===== src/rtl/rob_pkg.sv =====
package rob_pkg;
  // strobes from control to datapath
  typedef struct packed {
    logic allocEn;
    logic retireEn;
    logic flushEn;
  } robStrobe_t;
endpackage


===== src/rtl/rob_ctrl.sv =====
module rob_ctrl
  import rob_pkg::*;
#(
  parameter int DEPTH = 8,
  localparam int IDX_W = $clog2(DEPTH),
  localparam int PTR_W = IDX_W + 1
) (
  input  logic             clk,
  input  logic             rstN,
  input  logic             dispValid,
  input  logic             flush,
  input  logic             headReady,
  output robStrobe_t       strb,
  output logic [IDX_W-1:0] headIdx,
  output logic [IDX_W-1:0] tailIdx,
  output logic             full,
  output logic             empty
);
  logic [PTR_W-1:0] headPtr, tailPtr;
  logic [PTR_W-1:0] occupancy;

  assign headIdx   = headPtr[IDX_W-1:0];
  assign tailIdx   = tailPtr[IDX_W-1:0];
  assign empty     = (headPtr == tailPtr);
  assign full      = (headIdx == tailIdx) && (headPtr[IDX_W] != tailPtr[IDX_W]);
  assign occupancy = tailPtr - headPtr;

  always_comb begin
    strb.flushEn  = flush;
    strb.allocEn  = dispValid && !full && !flush;
    strb.retireEn = headReady && !flush;
  end

  always_ff @(posedge clk) begin
    if (!rstN || flush) begin
      headPtr <= '0;
      tailPtr <= '0;
    end else begin
      if (strb.allocEn)  tailPtr <= tailPtr + PTR_W'(1);
      if (strb.retireEn) headPtr <= headPtr + PTR_W'(1);
    end
  end

  // accepted dispatch moves the tail by exactly one slot
  assert_alloc_step_R2: assert property (@(posedge clk) disable iff (!rstN)
    strb.allocEn |=> tailIdx == IDX_W'($past(tailIdx) + IDX_W'(1)));

  // a full buffer refuses dispatch
  assert_full_refuse_R3: assert property (@(posedge clk) disable iff (!rstN)
    (full && dispValid && !flush) |=> $stable(tailIdx));

  // simultaneous dispatch and retire keeps occupancy
  assert_pair_keeps_count_R8: assert property (@(posedge clk) disable iff (!rstN)
    (strb.allocEn && strb.retireEn) |=> occupancy == $past(occupancy));

  // flush empties in one cycle
  assert_flush_empties_R9: assert property (@(posedge clk) disable iff (!rstN)
    flush |=> (empty && tailIdx == '0));

  // never more entries than slots
  assert_no_overflow_R4: assert property (@(posedge clk) disable iff (!rstN)
    occupancy <= PTR_W'(DEPTH));
endmodule


===== src/rtl/rob_store.sv =====
module rob_store
  import rob_pkg::*;
#(
  parameter int DEPTH = 8,
  parameter int TAG_W = 6,
  localparam int IDX_W = $clog2(DEPTH)
) (
  input  logic             clk,
  input  logic             rstN,
  input  robStrobe_t       strb,
  input  logic [IDX_W-1:0] headIdx,
  input  logic [IDX_W-1:0] tailIdx,
  input  logic             dispHasDest,
  input  logic [TAG_W-1:0] dispNewTag,
  input  logic [TAG_W-1:0] dispOldTag,
  input  logic             cmplValid,
  input  logic [IDX_W-1:0] cmplIdx,
  output logic             headReady,
  output logic             headHasDest,
  output logic [TAG_W-1:0] headNewTag,
  output logic [TAG_W-1:0] headOldTag
);
  logic [DEPTH-1:0] entValid, entDone, entHasDest;
  logic [TAG_W-1:0] entNewTag [DEPTH];
  logic [TAG_W-1:0] entOldTag [DEPTH];

  for (genvar i = 0; i < DEPTH; i++) begin : g_entry
    logic isTail, isHead, isCmpl;
    assign isTail = strb.allocEn  && (tailIdx == IDX_W'(i));
    assign isHead = strb.retireEn && (headIdx == IDX_W'(i));
    assign isCmpl = cmplValid && (cmplIdx == IDX_W'(i)) && entValid[i];

    always_ff @(posedge clk) begin
      if (!rstN || strb.flushEn) begin
        entValid[i] <= 1'b0;
        entDone[i]  <= 1'b0;
      end else if (isTail) begin
        entValid[i] <= 1'b1;
        entDone[i]  <= 1'b0;
      end else if (isHead) begin
        entValid[i] <= 1'b0;
        entDone[i]  <= 1'b0;
      end else if (isCmpl) begin
        entDone[i]  <= 1'b1;
      end
    end

    always_ff @(posedge clk) begin
      if (!rstN) begin
        entHasDest[i] <= 1'b0;
        entNewTag[i]  <= '0;
        entOldTag[i]  <= '0;
      end else if (isTail) begin
        entHasDest[i] <= dispHasDest;
        entNewTag[i]  <= dispHasDest ? dispNewTag : '0;
        entOldTag[i]  <= dispHasDest ? dispOldTag : '0;
      end
    end
  end

  assign headReady   = entValid[headIdx] && entDone[headIdx];
  assign headHasDest = entHasDest[headIdx];
  assign headNewTag  = entNewTag[headIdx];
  assign headOldTag  = entOldTag[headIdx];

  // a retired slot is vacated on the next cycle
  assert_retire_vacates_R4: assert property (@(posedge clk) disable iff (!rstN)
    (strb.retireEn && !strb.allocEn) |=> !entValid[$past(headIdx)]);

  // a slot never becomes done while unallocated
  assert_done_implies_valid_R10: assert property (@(posedge clk) disable iff (!rstN)
    ((entDone & ~entValid) == '0));
endmodule


===== src/rtl/rob_top.sv =====
module rob_top
  import rob_pkg::*;
#(
  parameter int DEPTH = 8,
  parameter int TAG_W = 6,
  localparam int IDX_W = $clog2(DEPTH)
) (
  input  logic             clk,
  input  logic             rstN,
  input  logic             dispValid,
  input  logic             dispHasDest,
  input  logic [TAG_W-1:0] dispNewTag,
  input  logic [TAG_W-1:0] dispOldTag,
  input  logic             cmplValid,
  input  logic [IDX_W-1:0] cmplIdx,
  input  logic             flush,
  output logic [IDX_W-1:0] allocIdx,
  output logic             robFull,
  output logic             retValid,
  output logic             retFreeValid,
  output logic [TAG_W-1:0] retFreeTag,
  output logic [TAG_W-1:0] retDestTag
);
  robStrobe_t       strb;
  logic [IDX_W-1:0] headIdx, tailIdx;
  logic             headReady, headHasDest, empty;
  logic [TAG_W-1:0] headNewTag, headOldTag;

  rob_ctrl #(.DEPTH(DEPTH)) u_ctrl (
    .clk(clk), .rstN(rstN), .dispValid(dispValid), .flush(flush),
    .headReady(headReady), .strb(strb), .headIdx(headIdx),
    .tailIdx(tailIdx), .full(robFull), .empty(empty)
  );

  rob_store #(.DEPTH(DEPTH), .TAG_W(TAG_W)) u_store (
    .clk(clk), .rstN(rstN), .strb(strb), .headIdx(headIdx),
    .tailIdx(tailIdx), .dispHasDest(dispHasDest), .dispNewTag(dispNewTag),
    .dispOldTag(dispOldTag), .cmplValid(cmplValid), .cmplIdx(cmplIdx),
    .headReady(headReady), .headHasDest(headHasDest),
    .headNewTag(headNewTag), .headOldTag(headOldTag)
  );

  assign allocIdx     = tailIdx;
  assign retValid     = strb.retireEn;
  assign retFreeValid = strb.retireEn && headHasDest;
  assign retFreeTag   = retFreeValid ? headOldTag : '0;
  assign retDestTag   = retFreeValid ? headNewTag : '0;

  // nothing is released for a destination-less retirement
  assert_nodest_quiet_R7: assert property (@(posedge clk) disable iff (!rstN)
    !retFreeValid |-> (retFreeTag == '0 && retDestTag == '0));

  // an empty buffer never retires
  assert_empty_no_retire_R4: assert property (@(posedge clk) disable iff (!rstN)
    empty |-> !retValid);
endmodule


===== config.mk =====
export PLATFORM = sky130hd
export DESIGN_NAME = rob_top
export DESIGN_NICKNAME = d
export VERILOG_FILES = /design/src/rtl/rob_pkg.sv /design/src/rtl/rob_ctrl.sv /design/src/rtl/rob_store.sv /design/src/rtl/rob_top.sv
export SDC_FILE = /design/constraint.sdc
export NUM_CORES = 1
export LEC_CHECK = 0
export ABC_AREA = 1
export BUFFER_PORTS_ARGS = -buffer_cell sky130_fd_sc_hd__buf_2
export CORE_MARGIN = 5
export CORE_UTILIZATION = 25
export DETAILED_ROUTE_END_ITERATION = 8
export PLACE_DENSITY = 0.38
export SETUP_SLACK_MARGIN = 0.3
export SLEW_MARGIN = 20
export SYNTH_ARGS = -nofsm -noshare
export SYNTH_HDL_FRONTEND = slang
export SYNTH_SLANG_ARGS = --single-unit
export TNS_END_PERCENT = 1

===== constraint.sdc =====
create_clock -name clk -period 3.9 [get_ports clk]
set_input_delay 0.975 -clock clk [delete_from_list [all_inputs] [get_ports clk]]
set_output_delay 0.975 -clock clk [all_outputs]
set_load 0.01 [all_outputs]

==> results summary <==
The clock edge transition at the registers on the reported setup and hold paths came out at ~60 ps. The critical path's largest stage delay is 380 ps. The maximum VDD drop came out at roughly 0.00024 V.

The required arrival time at the worst endpoint came out at a little under 3000 ps. After legalization and detailed placement, the total HPWL measured between 10000 and 15000 µm. The minimum setup slack after placement came out at between 800 and 900 ps. The number of placed instances with taps included came out at just over 1000. Data arrives at the worst endpoint at between 2000 and 2500 ps.

The later pin in the worst-skew pair is clocked with a latency of approximately 430 ps. The hold-fix buffer count after cts is 0. The post-synthesis register bit count came out at 131.

The worst reg2reg path startpoint is u_ctrl.headPtr[0]. The worst setup path is of the flip-flop to output port kind. The horizontal die dimension came out at around 170 µm. The library cell used most frequently in the layout, excluding fill and tap cells, is sky130_fd_sc_hd__nor2_1.

The largest net degree at the start of global routing is between 40 and 50. The number of DRC markers in iteration 0 is about 370. The net count of the finished layout came out at 745.

In this run the static leakage power is between 3 and 4 nW. The flow ran to the end, and the final reports show no timing, DRC or antenna violations. The H-tree depth reported by CTS came out at 4. The count of filler cells inserted in the layout came out at 2686. The leftover overflow at the end of global routing is 0.

The number of warning messages in the yosys log came out at 0. The global routing usage summed across all routing layers is 0.130. In this run, synthesis inferred 96 flip-flops with an integrated enable. The number of distinct library cells after synthesis is 32. Setup repair after global routing left no endpoint under its margin. The category of cells accounting for the largest share of critical-path delay is simple AND/OR/NAND/NOR gates. The part of the Yosys area used for sequential elements is 0.566. The slowest library cell on the worst path is sky130_fd_sc_hd__dfxtp_1. Across all layers, the routed design uses 4842 vias. The signal on the critical path passes through buf_4 > nand3_1 > nand2_1 > nand2_1 > nand3_2 > nand3_4 > nor2_4 > clkinvlp_4 > buf_12 > nor2_1 > buf_2.

The portion of the clock cycle consumed by the worst path in the final layout came out at 0.840. The total of endpoints with negative setup slack in the final report came out at 0. The worst min-delay path startpoint is u_store.entHasDest[1]. The power per cell area came out at roughly 450 nW/µm².

The number of clock buffers inserted by TritonCTS is 17. The final critical delay including setup and external delays came out at 3280 ps. CTS placed an instance of sky130_fd_sc_hd__clkbuf_16 at the clock tree root. The launching element type of the critical path is a flip-flop.

Derived from the worst setup path, the maximum achievable clock frequency is 0.305 GHz. After detailed routing, the number of vias per cell comes to about 4.6. In this run the critical register-to-register path is captured at u_store.entOldTag[0][5].

Setup total negative slack on the finished layout was measured at 0 ps. The worst pin sits at a relative slew slack of 0.552. In this run the tool buffered the top-level ports with 38 buffer cells.

The core area is 25000 µm². The cell row count is a little under 60. The tightest hold margin is 473 ps. The number of antenna violations at the first check in global routing came out at 0. The initial cell density of the core is 0.253.

The count of nets left with antenna violations once routing finished came out at 0. The depth of the worst register-to-register path came out at 8. The path class of the tightest hold or removal check is flip-flop to flip-flop.

After detailed routing, the number of remaining DRC violations is 0. The sink of the worst hold path is u_store.entHasDest[1]. The layout overhead on the synthesized area is 16.1%. STA classifies the critical path endpoint as an output port. The worst path meets setup with between 600 and 700 ps of slack.

The number of antenna diodes in the final layout is 0. The mean instance size in the synthesized netlist came out at 9.27 µm². The die covers around 29000 µm². Pin placement for this block handled 39 I/O pins. The post-synthesis cell count is roughly 680. In the synthesized netlist the dominant register cell turns out to be sky130_fd_sc_hd__edfxtp_1.

The length of the first detailed-routing pass in iterations came out at 5. The vertical die dimension came out at about 170 µm. The max-cap violation count came out at 0. The setup slack on the worst flop-to-flop path is roughly 1300 ps.

The area of the mapped netlist came out at between 6000 and 7000 µm². The number of instances on the worst hold path is 2. The via count of the first global-routing pass is between 4000 and 5000.

The number of nets in the synthesized netlist came out at between 700 and 800. The library cells used most frequently in the layout, excluding fill and tap cells, are 171 x sky130_fd_sc_hd__nor2_1, 128 x sky130_fd_sc_hd__nand2_1, 96 x sky130_fd_sc_hd__edfxtp_1. The wire length of the first global-routing pass is 28300 µm. Clock skew on the completed layout was measured at ~18 ps.

The core utilization of the finished layout is 0.294. The total area of sequential cells came out at 3580 µm². The routed wire length is between 15000 and 20000 µm. The clock sink total is 131. Leaving out filler cells and counting taps, the final layout contains about 1100. The number of buffers between clock root and the deepest sink is 2. The final routed wire length divided by cell count came out at between 15 and 20 µm. The async set or reset register ratio after synthesis is 0. The top fanout value on the critical path came out at 12. In the final layout, the share of cells above drive strength 1 is 0.135. The cell seen most often among critical-path stages is sky130_fd_sc_hd__nand2_1. The clock tree from TritonCTS is yes.

The number of buffers and inverters on the critical path came out at 4. The final count of hold timing violations came out at 0. The congestion estimate from routability-driven global placement came to ~0.76. The transition time at the pin with the least slew margin is approximately 670 ps.

The count of pins over their slew limit came out at 0. The area used by multi-input combinational logic is approximately 2300 µm².
power by group:
group,internal (W),leakage (nW),total [W],switching [W]
Combinational,0.0000322,1.48,0.000138,0.000106
Sequential,0.00153,1.28,0.00155,0.0000140
Clock,0.000951,0.275,0.00160,0.000644
worst min-delay path: stages (launching register included):
cell and delay, ps:
sky130_fd_sc_hd__dfxtp_1 310, sky130_fd_sc_hd__nand3_1 70, sky130_fd_sc_hd__nand2_1 50
registers in the layout, indices dropped and copies added, names as in the netlist, named ones only:
signal and cells:
u_store.entNewTag 48, u_store.entOldTag 48, u_store.entDone 8, u_store.entHasDest 8, u_store.entValid 8, u_ctrl.headPtr 4
u_ctrl.tailPtr 4
routing by layer:
layer / vias up / track usage / routed length [µm]
met4: 0 / 0.0375 / 294
met2: 102 / 0.231 / 9430
li1: 2355 / - / -
met1: 2368 / 0.156 / 7850
met5: - / 0 / 0
met3: 17 / 0.0335 / 707
through the flow:
| step | area, µm² | power, W |
|---|---|---|
| floorplan | 6330 | 0.00166 |
| global placement | 6740 | 0.00172 |
| detailed placement | 6740 | 0.00172 |
| CTS | 7330 | 0.00332 |
| global route | 7350 | 0.00339 |
| finish | 7350 | 0.00328 |
layout make-up:
type,instances,area share
repair buffers,49,0.0388
inverters,44,0.0235
clock buffers,19,0.0589
clock inverters,13,0.0202
well taps,330,0.0562
flip-flops and latches,131,0.487
multi-input cells,469,0.315
Yosys cell counts, drive strengths merged (3+ instances only):
master / n / area share
inv: 44 / 0.026
a21oi: 42 / 0.033
clkbuf: 11 / 0.0065
o31ai: 24 / 0.028
nand4: 21 / 0.035
edfxtp: 96 / 0.46
a41oi: 3 / 0.0042
buf: 28 / 0.035
o21ai: 4 / 0.0032
nor2: 173 / 0.10
nor3: 12 / 0.0095
a31oi: 3 / 0.0030
nand3: 37 / 0.032
nand2: 130 / 0.079
ha: 12 / 0.024
dfxtp: 35 / 0.11
repair_timing:
action,4_1_cts,5_1_grt
gates resized for setup,0,2
buffers inserted,0,1
endpoints found under the setup margin,0,10
cell families (layout without fill, tap and decap cells):
logic type	count (synthesis)	after routing	synth area share
simple gates	373	373	0.260
fa+ha+maj	12	12	0.0237
buf+inv	83	125	0.0680
compound gates	80	80	0.0767
flops	131	131	0.566
xor+xnor	4	4	0.00553
how the worst max path moves through the flow:
| stage | from | to | slack, ps | cells after the start |
|---|---|---|---|---|
| after detailed placement | u_ctrl.headPtr[0] | retFreeTag[5] | 890 | 10 |
| after global placement | u_ctrl.headPtr[0] | retFreeTag[5] | 930 | 10 |
| after CTS | u_ctrl.headPtr[0] | retFreeTag[5] | 420 | 10 |
| final | u_ctrl.headPtr[0] | retFreeTag[1] | 620 | 11 |
| after global routing | u_ctrl.headPtr[0] | retFreeTag[2] | 430 | 11 |
| after floorplan | flush | retDestTag[0] | 1100 | 6 |
No activity file was read; power rests on OpenSTA's default activity.
